===== src/rtl/ptrig_pkg.sv =====
`timescale 1ns/1ps
package ptrig_pkg;

    typedef enum logic [1:0] {
        PT_IDLE    = 2'd0,
        PT_ARMED   = 2'd1,
        PT_WAIT_ZC = 2'd2,
        PT_HOLD    = 2'd3
    } ptrig_state_e;

    localparam int SRC_SELF = 0;
    localparam int SRC_SW   = 1;
    localparam int SRC_EXT  = 2;

    // limit a log2 setting to the largest supported window
    function automatic logic [2:0] pt_clamp_log(input logic [2:0] l, input int maxl);
        return (int'(l) > maxl) ? 3'(maxl) : l;
    endfunction

endpackage


===== src/rtl/ptrig_mavg.sv =====
`timescale 1ns/1ps
module ptrig_mavg #(
    parameter int DW     = 14,
    parameter int MAXLOG = 5
) (
    input  logic                 clk,
    input  logic                 rst_n,
    input  logic signed [DW-1:0] x_i,
    input  logic [2:0]           log_i,
    output logic signed [DW-1:0] mean_o
);
    import ptrig_pkg::*;

    localparam int DEPTH = 1 << MAXLOG;
    localparam int SW    = DW + MAXLOG;
    localparam int IW    = (MAXLOG > 0) ? MAXLOG : 1;

    logic signed [DW-1:0] hist_q [DEPTH];
    logic signed [SW-1:0] sum_q;
    logic [2:0]           eff;
    logic [IW-1:0]        idx;

    always_comb begin
        eff = pt_clamp_log(log_i, MAXLOG);
        idx = IW'((1 << eff) - 1);
    end

    // running sum: add the newest sample, drop the one leaving the window
    always_ff @(posedge clk or negedge rst_n) begin
        if (!rst_n) begin
            sum_q <= '0;
            for (int i = 0; i < DEPTH; i++) hist_q[i] <= '0;
        end else begin
            sum_q     <= sum_q + SW'(x_i) - SW'(hist_q[idx]);
            hist_q[0] <= x_i;
            for (int i = DEPTH - 1; i > 0; i--) hist_q[i] <= hist_q[i-1];
        end
    end

    assign mean_o = DW'(sum_q >>> eff);

endmodule


===== src/rtl/ptrig_deriv.sv =====
`timescale 1ns/1ps
module ptrig_deriv #(
    parameter int DW     = 14,
    parameter int MAXLOG = 5,
    parameter int FW     = DW + 2
) (
    input  logic                 clk,
    input  logic                 rst_n,
    input  logic signed [DW-1:0] mean_i,
    input  logic [2:0]           log_i,
    input  logic                 order_i,
    output logic signed [FW-1:0] filt_o
);
    import ptrig_pkg::*;

    localparam int DEPTH = 1 << MAXLOG;
    localparam int IW    = (MAXLOG > 0) ? MAXLOG : 1;

    logic signed [DW-1:0] mhist_q  [DEPTH];
    logic signed [DW:0]   d1hist_q [DEPTH];
    logic signed [DW:0]   d1_q;
    logic signed [FW-1:0] filt_q;
    logic [2:0]           eff;
    logic [IW-1:0]        idx;

    always_comb begin
        eff = pt_clamp_log(log_i, MAXLOG);
        idx = IW'((1 << eff) - 1);
    end

    always_ff @(posedge clk or negedge rst_n) begin
        if (!rst_n) begin
            d1_q   <= '0;
            filt_q <= '0;
            for (int i = 0; i < DEPTH; i++) begin
                mhist_q[i]  <= '0;
                d1hist_q[i] <= '0;
            end
        end else begin
            d1_q        <= (DW+1)'(mean_i) - (DW+1)'(mhist_q[idx]);
            mhist_q[0]  <= mean_i;
            d1hist_q[0] <= d1_q;
            for (int i = DEPTH - 1; i > 0; i--) begin
                mhist_q[i]  <= mhist_q[i-1];
                d1hist_q[i] <= d1hist_q[i-1];
            end
            if (order_i) filt_q <= FW'(d1_q) - FW'(d1hist_q[idx]);
            else         filt_q <= FW'(d1_q);
        end
    end

    assign filt_o = filt_q;

endmodule


===== src/rtl/ptrig_fsm.sv =====
`timescale 1ns/1ps
module ptrig_fsm #(
    parameter int FW  = 16,
    parameter int CW  = 8,
    parameter int TSW = 32
) (
    input  logic                 clk,
    input  logic                 rst_n,
    input  logic signed [FW-1:0] filt_i,
    input  logic signed [FW-1:0] thr_i,
    input  logic                 tot_en_i,
    input  logic [CW-1:0]        tot_min_i,
    input  logic [2:0]           src_en_i,
    input  logic                 sw_i,
    input  logic                 ext_i,
    output logic                 trig_o,
    output logic [TSW-1:0]       tstamp_o
);
    import ptrig_pkg::*;

    localparam logic [CW-1:0] CNT_MAX = '1;

    ptrig_state_e   state_q, state_d;
    logic [CW-1:0]  cnt_q;
    logic [TSW-1:0] ts_q, tstamp_q;
    logic           trig_q, trig_d;
    logic           ge_thr, le_zero, qualified, self_fire;

    always_comb begin
        ge_thr    = (filt_i >= thr_i);
        le_zero   = (filt_i <= 0);
        qualified = !tot_en_i || (cnt_q >= tot_min_i);
        state_d   = state_q;
        self_fire = 1'b0;
        unique case (state_q)
            PT_IDLE: begin
                if (ge_thr) state_d = PT_ARMED;
            end
            PT_ARMED: begin
                if (ge_thr) begin
                    state_d = PT_ARMED;
                end else if (le_zero) begin
                    self_fire = qualified;
                    state_d   = qualified ? PT_HOLD : PT_IDLE;
                end else begin
                    state_d   = qualified ? PT_WAIT_ZC : PT_IDLE;
                end
            end
            PT_WAIT_ZC: begin
                if (le_zero) begin
                    self_fire = 1'b1;
                    state_d   = PT_HOLD;
                end
            end
            PT_HOLD: begin
                if (!ge_thr) state_d = PT_IDLE;
            end
        endcase
        trig_d = (self_fire && src_en_i[SRC_SELF])
              || (sw_i      && src_en_i[SRC_SW])
              || (ext_i     && src_en_i[SRC_EXT]);
    end

    // state register
    always_ff @(posedge clk or negedge rst_n) begin
        if (!rst_n) state_q <= PT_IDLE;
        else        state_q <= state_d;
    end

    // outputs, time-over-threshold counter and free-running timestamp
    always_ff @(posedge clk or negedge rst_n) begin
        if (!rst_n) begin
            cnt_q    <= '0;
            ts_q     <= '0;
            tstamp_q <= '0;
            trig_q   <= 1'b0;
        end else begin
            ts_q   <= ts_q + TSW'(1);
            trig_q <= trig_d;
            if (trig_d) tstamp_q <= ts_q;
            if (state_q == PT_IDLE && ge_thr)
                cnt_q <= CW'(1);
            else if (state_q == PT_ARMED && ge_thr && cnt_q != CNT_MAX)
                cnt_q <= cnt_q + CW'(1);
        end
    end

    assign trig_o   = trig_q;
    assign tstamp_o = tstamp_q;


    thr_arm_chk: assert property (@(posedge clk) disable iff (!rst_n)
        (state_q == PT_ARMED && $past(state_q) == PT_IDLE) |-> $past(filt_i >= thr_i));

    zero_cross_chk: assert property (@(posedge clk) disable iff (!rst_n)
        self_fire |-> (filt_i <= 0));

    tot_min_chk: assert property (@(posedge clk) disable iff (!rst_n)
        (self_fire && tot_en_i) |-> (cnt_q >= tot_min_i));

    tstamp_chk: assert property (@(posedge clk) disable iff (!rst_n)
        trig_o |-> (tstamp_o == ts_q - TSW'(1)));

    src_mask_chk: assert property (@(posedge clk) disable iff (!rst_n)
        (src_en_i == 3'b000) |=> !trig_o);

endmodule


===== src/rtl/pulse_trig_top.sv =====
`timescale 1ns/1ps
module pulse_trig_top #(
    parameter int DW     = 14,
    parameter int MAXLOG = 5,
    parameter int CW     = 8,
    parameter int TSW    = 32
) (
    input  logic                 clk,
    input  logic                 rst_n,
    input  logic signed [DW-1:0] sample_i,
    input  logic [2:0]           cfg_avg_log,
    input  logic [2:0]           cfg_span_log,
    input  logic                 cfg_order,
    input  logic signed [DW+1:0] cfg_thresh,
    input  logic                 cfg_tot_en,
    input  logic [CW-1:0]        cfg_tot_min,
    input  logic [2:0]           cfg_src_en,
    input  logic                 sw_trig_i,
    input  logic                 ext_trig_i,
    output logic                 trig_o,
    output logic [TSW-1:0]       tstamp_o,
    output logic signed [DW+1:0] filt_o
);
    localparam int FW = DW + 2;

    logic signed [DW-1:0] mean_w;
    logic signed [FW-1:0] filt_w;

    ptrig_mavg #(.DW(DW), .MAXLOG(MAXLOG)) u_mavg (
        .clk    (clk),
        .rst_n  (rst_n),
        .x_i    (sample_i),
        .log_i  (cfg_avg_log),
        .mean_o (mean_w)
    );

    ptrig_deriv #(.DW(DW), .MAXLOG(MAXLOG), .FW(FW)) u_deriv (
        .clk     (clk),
        .rst_n   (rst_n),
        .mean_i  (mean_w),
        .log_i   (cfg_span_log),
        .order_i (cfg_order),
        .filt_o  (filt_w)
    );

    ptrig_fsm #(.FW(FW), .CW(CW), .TSW(TSW)) u_fsm (
        .clk       (clk),
        .rst_n     (rst_n),
        .filt_i    (filt_w),
        .thr_i     (cfg_thresh),
        .tot_en_i  (cfg_tot_en),
        .tot_min_i (cfg_tot_min),
        .src_en_i  (cfg_src_en),
        .sw_i      (sw_trig_i),
        .ext_i     (ext_trig_i),
        .trig_o    (trig_o),
        .tstamp_o  (tstamp_o)
    );

    assign filt_o = filt_w;

endmodule


===== config.mk =====
export PLATFORM = sky130hd
export DESIGN_NAME = pulse_trig_top
export DESIGN_NICKNAME = d
export VERILOG_FILES = /design/src/rtl/ptrig_pkg.sv /design/src/rtl/ptrig_mavg.sv /design/src/rtl/ptrig_deriv.sv /design/src/rtl/ptrig_fsm.sv /design/src/rtl/pulse_trig_top.sv
export SDC_FILE = /design/constraint.sdc
export NUM_CORES = 1
export LEC_CHECK = 0
export BUFFER_PORTS_ARGS = -buffer_cell sky130_fd_sc_hd__buf_4
export CAP_MARGIN = 20
export CORE_ASPECT_RATIO = 0.7
export CORE_MARGIN = 5
export CORE_UTILIZATION = 30
export CTS_BUF_LIST = sky130_fd_sc_hd__clkbuf_8 sky130_fd_sc_hd__clkbuf_16
export CTS_CLUSTER_SIZE = 40
export DETAILED_ROUTE_END_ITERATION = 16
export HOLD_SLACK_MARGIN = 0.05
export PLACE_DENSITY = 0.4
export SLEW_MARGIN = 40
export SYNTH_ARGS = -nofsm -noshare
export SYNTH_HDL_FRONTEND = slang
export SYNTH_SLANG_ARGS = --single-unit

===== constraint.sdc =====
create_clock -name clk -period 4.9 [get_ports clk]
set_input_delay 0.98 -clock clk [delete_from_list [all_inputs] [get_ports clk]]
set_output_delay 0.98 -clock clk [all_outputs]
set_load 0.05 [all_outputs]

* Word-level counts from Yosys, hierarchy flattened *
Index checks and enable logic that the tools add are counted.

storage, ports and cells
  register bits = 1501
  output and inout bits = 49
  word-level logic and storage cells = 170

operators by class
  add/subtract/negate cells = 8
  $lt $le $gt $ge = 7
  equal/unequal tests = 7
  shift operators = 3
  muxes and demuxes = 26
  bitwise gates (word level) = 2
  reduce and logical (&&, ||, !) cells = 13

operators by type and width
  cell                                                                               count
  14-bit binary-select mux with 5-bit select                                         2
  15-bit binary-select mux with 5-bit select                                         1
  14-bit two-way mux                                                                 4
  32-bit by 1-bit adder with 32-bit output, second input constant                    1
  15-bit two-way mux                                                                 2
  19-bit by 14-bit adder with 19-bit output                                          1
  19-bit by 3-bit >>> shifter with 14-bit output                                     1
  19-bit by 14-bit subtractor with 19-bit output                                     1
  16-bit >= comparator                                                               1
  16-bit by 1-bit less-or-equal comparator with 1-bit output, second input constant  1
  16-bit two-way mux                                                                 1
  8-bit two-way mux                                                                  2
  15-bit by 15-bit subtractor with 16-bit output                                     1
  14-bit by 14-bit subtractor with 15-bit output                                     1
  2-bit two-way mux                                                                  7
  6-bit >= comparator, second input constant                                         2
  5-bit NOT with 6-bit output                                                        2
  1-bit by 3-bit << shifter with 5-bit output, first input constant                  2
  5-bit by 2-bit subtractor with 5-bit output, second input constant                 2
  8-bit by 1-bit adder with 8-bit output, second input constant                      1
  8-bit >= comparator                                                                1
  8-bit != test, second input constant                                               1
  2-bit case mux with 4 select lines                                                 1
  3-bit greater-than comparator, second input constant                               2
  other kinds (13)                                                                   25

* Logic depth before layout (Yosys ltp) *
  depth in word-level cells = 10
  gate-level depth with buffers = 25
  gate-level depth less buffers = 21

* Hierarchy *
Synthesis repeated with hierarchy kept, for this count alone.

second synthesis, totals
  cells, all modules = 2482
  area, all modules = 45123.3 um2

by module, submodules not included
  module       instances  cells an instance  area an instance (um2)
  ptrig_deriv  1          1342               26854.5
  ptrig_mavg   1          787                14174.8
  ptrig_fsm    1          353                4093.9

* Worst setup path after synthesis *
No wires, ideal clock.

  path type = input to register
  from = input port cfg_avg_log[1]
  to = register u_mavg.sum_q[18]
  library setup time = 0.120 ns
  data arrival time = 5.692 ns
  setup slack = -0.912 ns
  stages = 25
  cells stage by stage = nor3_1 -> buf_2 -> buf_4 -> inv_1 -> ha_1 -> clkbuf_1 -> clkbuf_1 -> mux4_2 -> nor2_1 -> nor2_1 -> o22ai_1 -> a31oi_1 -> ha_1 -> inv_1 -> ha_1 -> inv_1 -> fa_1 -> nor2b_1 -> o21a_1 -> a31o_1 -> o22ai_2 -> a211o_1 -> a21oi_2 -> or4_1 -> and3_1

between the ends
  word-level cells in the longest chain between the ends = 9

ends and longest elaborated chain
  what                                                       line                  source
  from (decl)                                                pulse_trig_top.sv:11  input logic [2:0] cfg_avg_log,
  3-bit greater-than comparator                              ptrig_pkg.sv:17       return (int'(l) > maxl) ? 3'(maxl) : l;
  3-bit two-way mux (*)                                      ptrig_pkg.sv:17
  1-bit by 3-bit << shifter with 5-bit output (*)            ptrig_mavg.sv:25      idx = IW'((1 << eff) - 1);
  5-bit by 2-bit subtractor with 5-bit output (*)            ptrig_mavg.sv:25
  5-bit NOT with 6-bit output (not written as such) (*)      ptrig_mavg.sv:34      sum_q <= sum_q + SW'(x_i) - SW'(hist_q[idx]);
  14-bit binary-select mux with 5-bit select (*)             ptrig_mavg.sv:34
  14-bit two-way mux (not written as such) (*) (2 in a row)  ptrig_mavg.sv:34
  19-bit by 14-bit subtractor with 19-bit output (*)         ptrig_mavg.sv:34
  to (signal assigned)                                       ptrig_mavg.sv:34
  to (decl)                                                  ptrig_mavg.sv:19      logic signed [SW-1:0] sum_q;

Every way passes the cells marked *; elsewhere a longest branch is shown, timed or not. The select of a mux whose other input is x is not followed.
A chain may end at the register's enable or synchronous reset.

* Final worst setup path *
  from = input port cfg_avg_log[2]
  to = register u_mavg.sum_q[18]

Same word-level chain as after synthesis.

==> impl_metrics.env <==
export IMPL_status="complete, no violations"
export IMPL_fin_hold_ws_ps=331
export IMPL_synth_edf_count=0
export IMPL_hold_viol=0
export IMPL_dp_cells=5023
export IMPL_post_cts_resized=0
export IMPL_multi_input_comb_area_um2=9230
export IMPL_clockBufferDepth=3
export IMPL_maxSlewViolCount=0
export IMPL_nets=3220
export IMPL_worstPathMaxFanout=19
export IMPL_drv_cap=0
export IMPL_path_clk_slew_ps=60
export IMPL_vdd_drop_max_mv=0.352
export IMPL_syn_nets=2910
export IMPL_hold_class="flip-flop to flip-flop"
export IMPL_layout_common_cells="dfrtp_1, buf_4, nand2_1"
export IMPL_initial_core_util_pct=30.1
export IMPL_drc=0
export IMPL_synth_ff_type="dfrtp_1"
export IMPL_drtAntennaViolNets=0
export IMPL_vias=22800
export IMPL_antenna_found_initial=10
export IMPL_synthCells=2757
export IMPL_period_minus_slack_ps=4680
export IMPL_seqCellArea_um2=37600
export IMPL_drtPass1Iterations=6
export IMPL_slew_limit_headroom_pct=48.9
export IMPL_setup_viol=0
export IMPL_clkLatencyLatePin_ps=760
export IMPL_die_w_um=485
export IMPL_max_freq_mhz=214
export IMPL_async_reset_ff_share_pct=100
export IMPL_vias_per_cell=4.32
export IMPL_tightest_slew_ps=757
export IMPL_rows=122
export IMPL_hpwl_um=59100
export IMPL_core_area_um2=158000
export IMPL_grt_pass1_vias=25100
export IMPL_syn_area_per_cell_um2=17.2
export IMPL_crit_type="input pin to flip-flop"
export IMPL_utilization_pct=36.1
export IMPL_synth_cell_types=66
export IMPL_cts_tree="yes"
export IMPL_arrival_ps=5320
export IMPL_routedWlPerCell_um=17.5
export IMPL_skew_ps=28.9
export IMPL_syn_cell_area_um2=47400
export IMPL_syn2layout_area_growth_pct=20.1
export IMPL_layout_drive_gt1_share_pct=20.9
export IMPL_postPlaceCellArea_um2=51900
export IMPL_post_place_ws_ps=-564
export IMPL_cts_root_buffer="clkbuf_16"
export IMPL_finalWorstSetupSlack_ps=222
export IMPL_fillCellCount=14800
export IMPL_htree_levels=4
export IMPL_ios=102
export IMPL_finalCritPeriodShare_pct=95.5
export IMPL_instances_no_fill=5289
export IMPL_cts_sinks=1501
export IMPL_ys_warn_count=0
export IMPL_grt_pass1_wl_um=151000
export IMPL_dieHeight_um=342
export IMPL_ys_ff_latch=1501
export IMPL_power_leakage_nw=25.1
export IMPL_cp_required_ps=5550
export IMPL_cp_start_kind="input pin"
export IMPL_cts_buffers=149
export IMPL_grt_setup_unrepaired="no"
export IMPL_ys_seq_area_share_pct=79.3
export IMPL_grt_max_degree=129
export IMPL_overflow=0
export IMPL_power_density_nw_per_um2=620
export IMPL_endpoint_kind="flip-flop"
export IMPL_wl_um=92600
export IMPL_design_area_um2=56900
export IMPL_drtIter0Drc=1524
export IMPL_grt_usage_pct=11.6
export IMPL_layout_commonest_cell="dfrtp_1"
export IMPL_gp_congestion=0.777
export IMPL_portBuffers=101
export IMPL_dieArea_um2=166000
==> Yosys cell counts, types with 5 or more instances <==
master / instances / share of area (%)
xnor2_1: 50 / 0.92
o21ai_0: 72 / 0.76
buf_4: 6 / 0.095
buf_2: 13 / 0.14
fa_1: 20 / 0.85
mux2_2: 7 / 0.17
xor2_1: 17 / 0.31
nor2b_1: 13 / 0.17
nand2_1: 185 / 1.5
o21ai_1: 14 / 0.15
ha_1: 80 / 2.1
nor2_1: 78 / 0.62
buf_1: 7 / 0.055
a211oi_1: 6 / 0.095
and3_1: 12 / 0.16
a22oi_1: 32 / 0.51
o211ai_2: 30 / 0.79
mux4_2: 115 / 5.5
a211o_1: 5 / 0.092
mux2i_1: 15 / 0.32
nor3_1: 21 / 0.22
a21o_1: 16 / 0.25
o31ai_1: 11 / 0.17
a21oi_1: 98 / 1.0
dfrtp_1: 1501 / 79
inv_1: 76 / 0.60
a31oi_1: 11 / 0.15
nand3_1: 83 / 0.88
clkbuf_1: 54 / 0.43
o21a_1: 14 / 0.22
nor4_1: 7 / 0.092
and2_1: 6 / 0.079
buf_6: 6 / 0.14
nand4_1: 12 / 0.16
==> timing repair <==
action	CTS	global route
buffers inserted	0	0
hold buffers	1	0
endpoints found under the hold margin	13	0
==> final cells by class <==
class / count / share of cell area, %
antenna: 5 / 0.0220
sequential: 1501 / 66.0
tap: 2108 / 4.64
multi-input combinational: 1092 / 16.2
inverter: 78 / 0.515
clock buffer: 186 / 7.51
clock inverter: 74 / 1.28
timing repair buffer: 245 / 3.79
==> stage by stage <==
step,power (mW),TNS [ps]
after CTS,36.0,0
final,35.3,0
after detailed placement,24.1,-2930
after floorplan,21.3,-117
after global routing,37.5,0
after global placement,23.9,-2950
==> path summary, 6_finish.rpt <==
check / from / to / slack (ps) / cells after the start
max in group asynchronous: rst_n / u_mavg.hist_q[318]$_DFF_PN0_ / 2620 / 4
setup / recovery: cfg_avg_log[2] / u_mavg.sum_q[18]$_DFF_PN0_ / 220 / 19
min in group asynchronous: rst_n / u_deriv.d1hist_q[15]$_DFF_PN0_ / 770 / 2
setup reg to reg: u_mavg.hist_q[434]$_DFF_PN0_ / u_mavg.sum_q[18]$_DFF_PN0_ / 960 / 19
hold reg to reg: u_deriv.d1hist_q[273]$_DFF_PN0_ / u_deriv.d1hist_q[258]$_DFF_PN0_ / 330 / 0
hold / removal: u_deriv.d1hist_q[273]$_DFF_PN0_ / u_deriv.d1hist_q[258]$_DFF_PN0_ / 330 / 0
==> flip-flops by register name, summed over array words and instances (netlist names), named ones only <==
signal            cells
u_mavg.hist_q       448
u_deriv.mhist_q     448
u_fsm.ts_q           32
u_fsm.state_q         1
u_fsm.trig_o          1
u_deriv.filt_o       16
u_fsm.tstamp_o       32
u_fsm.cnt_q           8
u_mavg.sum_q         19
u_deriv.d1_q         15
u_deriv.d1hist_q    480
==> power breakdown <==
group	leakage, nW	total, mW	switching, mW	internal (mW)
clock	2.54	11.5	4.70	6.75
combinational	5.04	5.98	3.38	2.60
sequential	17.5	17.9	1.58	16.3
total	25.1	35.3	9.66	25.6
==> cell families after synthesis <==
family | count (synthesis) | synth area share (%)
compound gates | 345 | 4.86
xor+xnor | 67 | 1.24
fa+ha+maj | 100 | 2.96
mux | 138 | 5.97
flops | 1501 | 79.3
simple gates | 442 | 4.21
buf+inv | 164 | 1.48
==> routing by layer <==
metal	track usage (%)	wire length [um]
met2	15.5	37900
met3	2.53	3590
met1	18.3	48800
met5	0	0
met4	3.90	2260
==> critical path, stage by stage <==
cell,delay (ps)
buf_4,130
nor3_4,280
inv_2,80
ha_4,320
buf_12,200
buf_4,220
mux4_2,300
nand2_1,90
a21oi_1,70
nor3_1,440
fa_1,540
ha_4,230
buf_4,140
a31o_1,240
o22ai_2,140
a211o_1,190
a21oi_2,80
or4_1,480
and3_1,160
(Power assumes the default switching activity.)
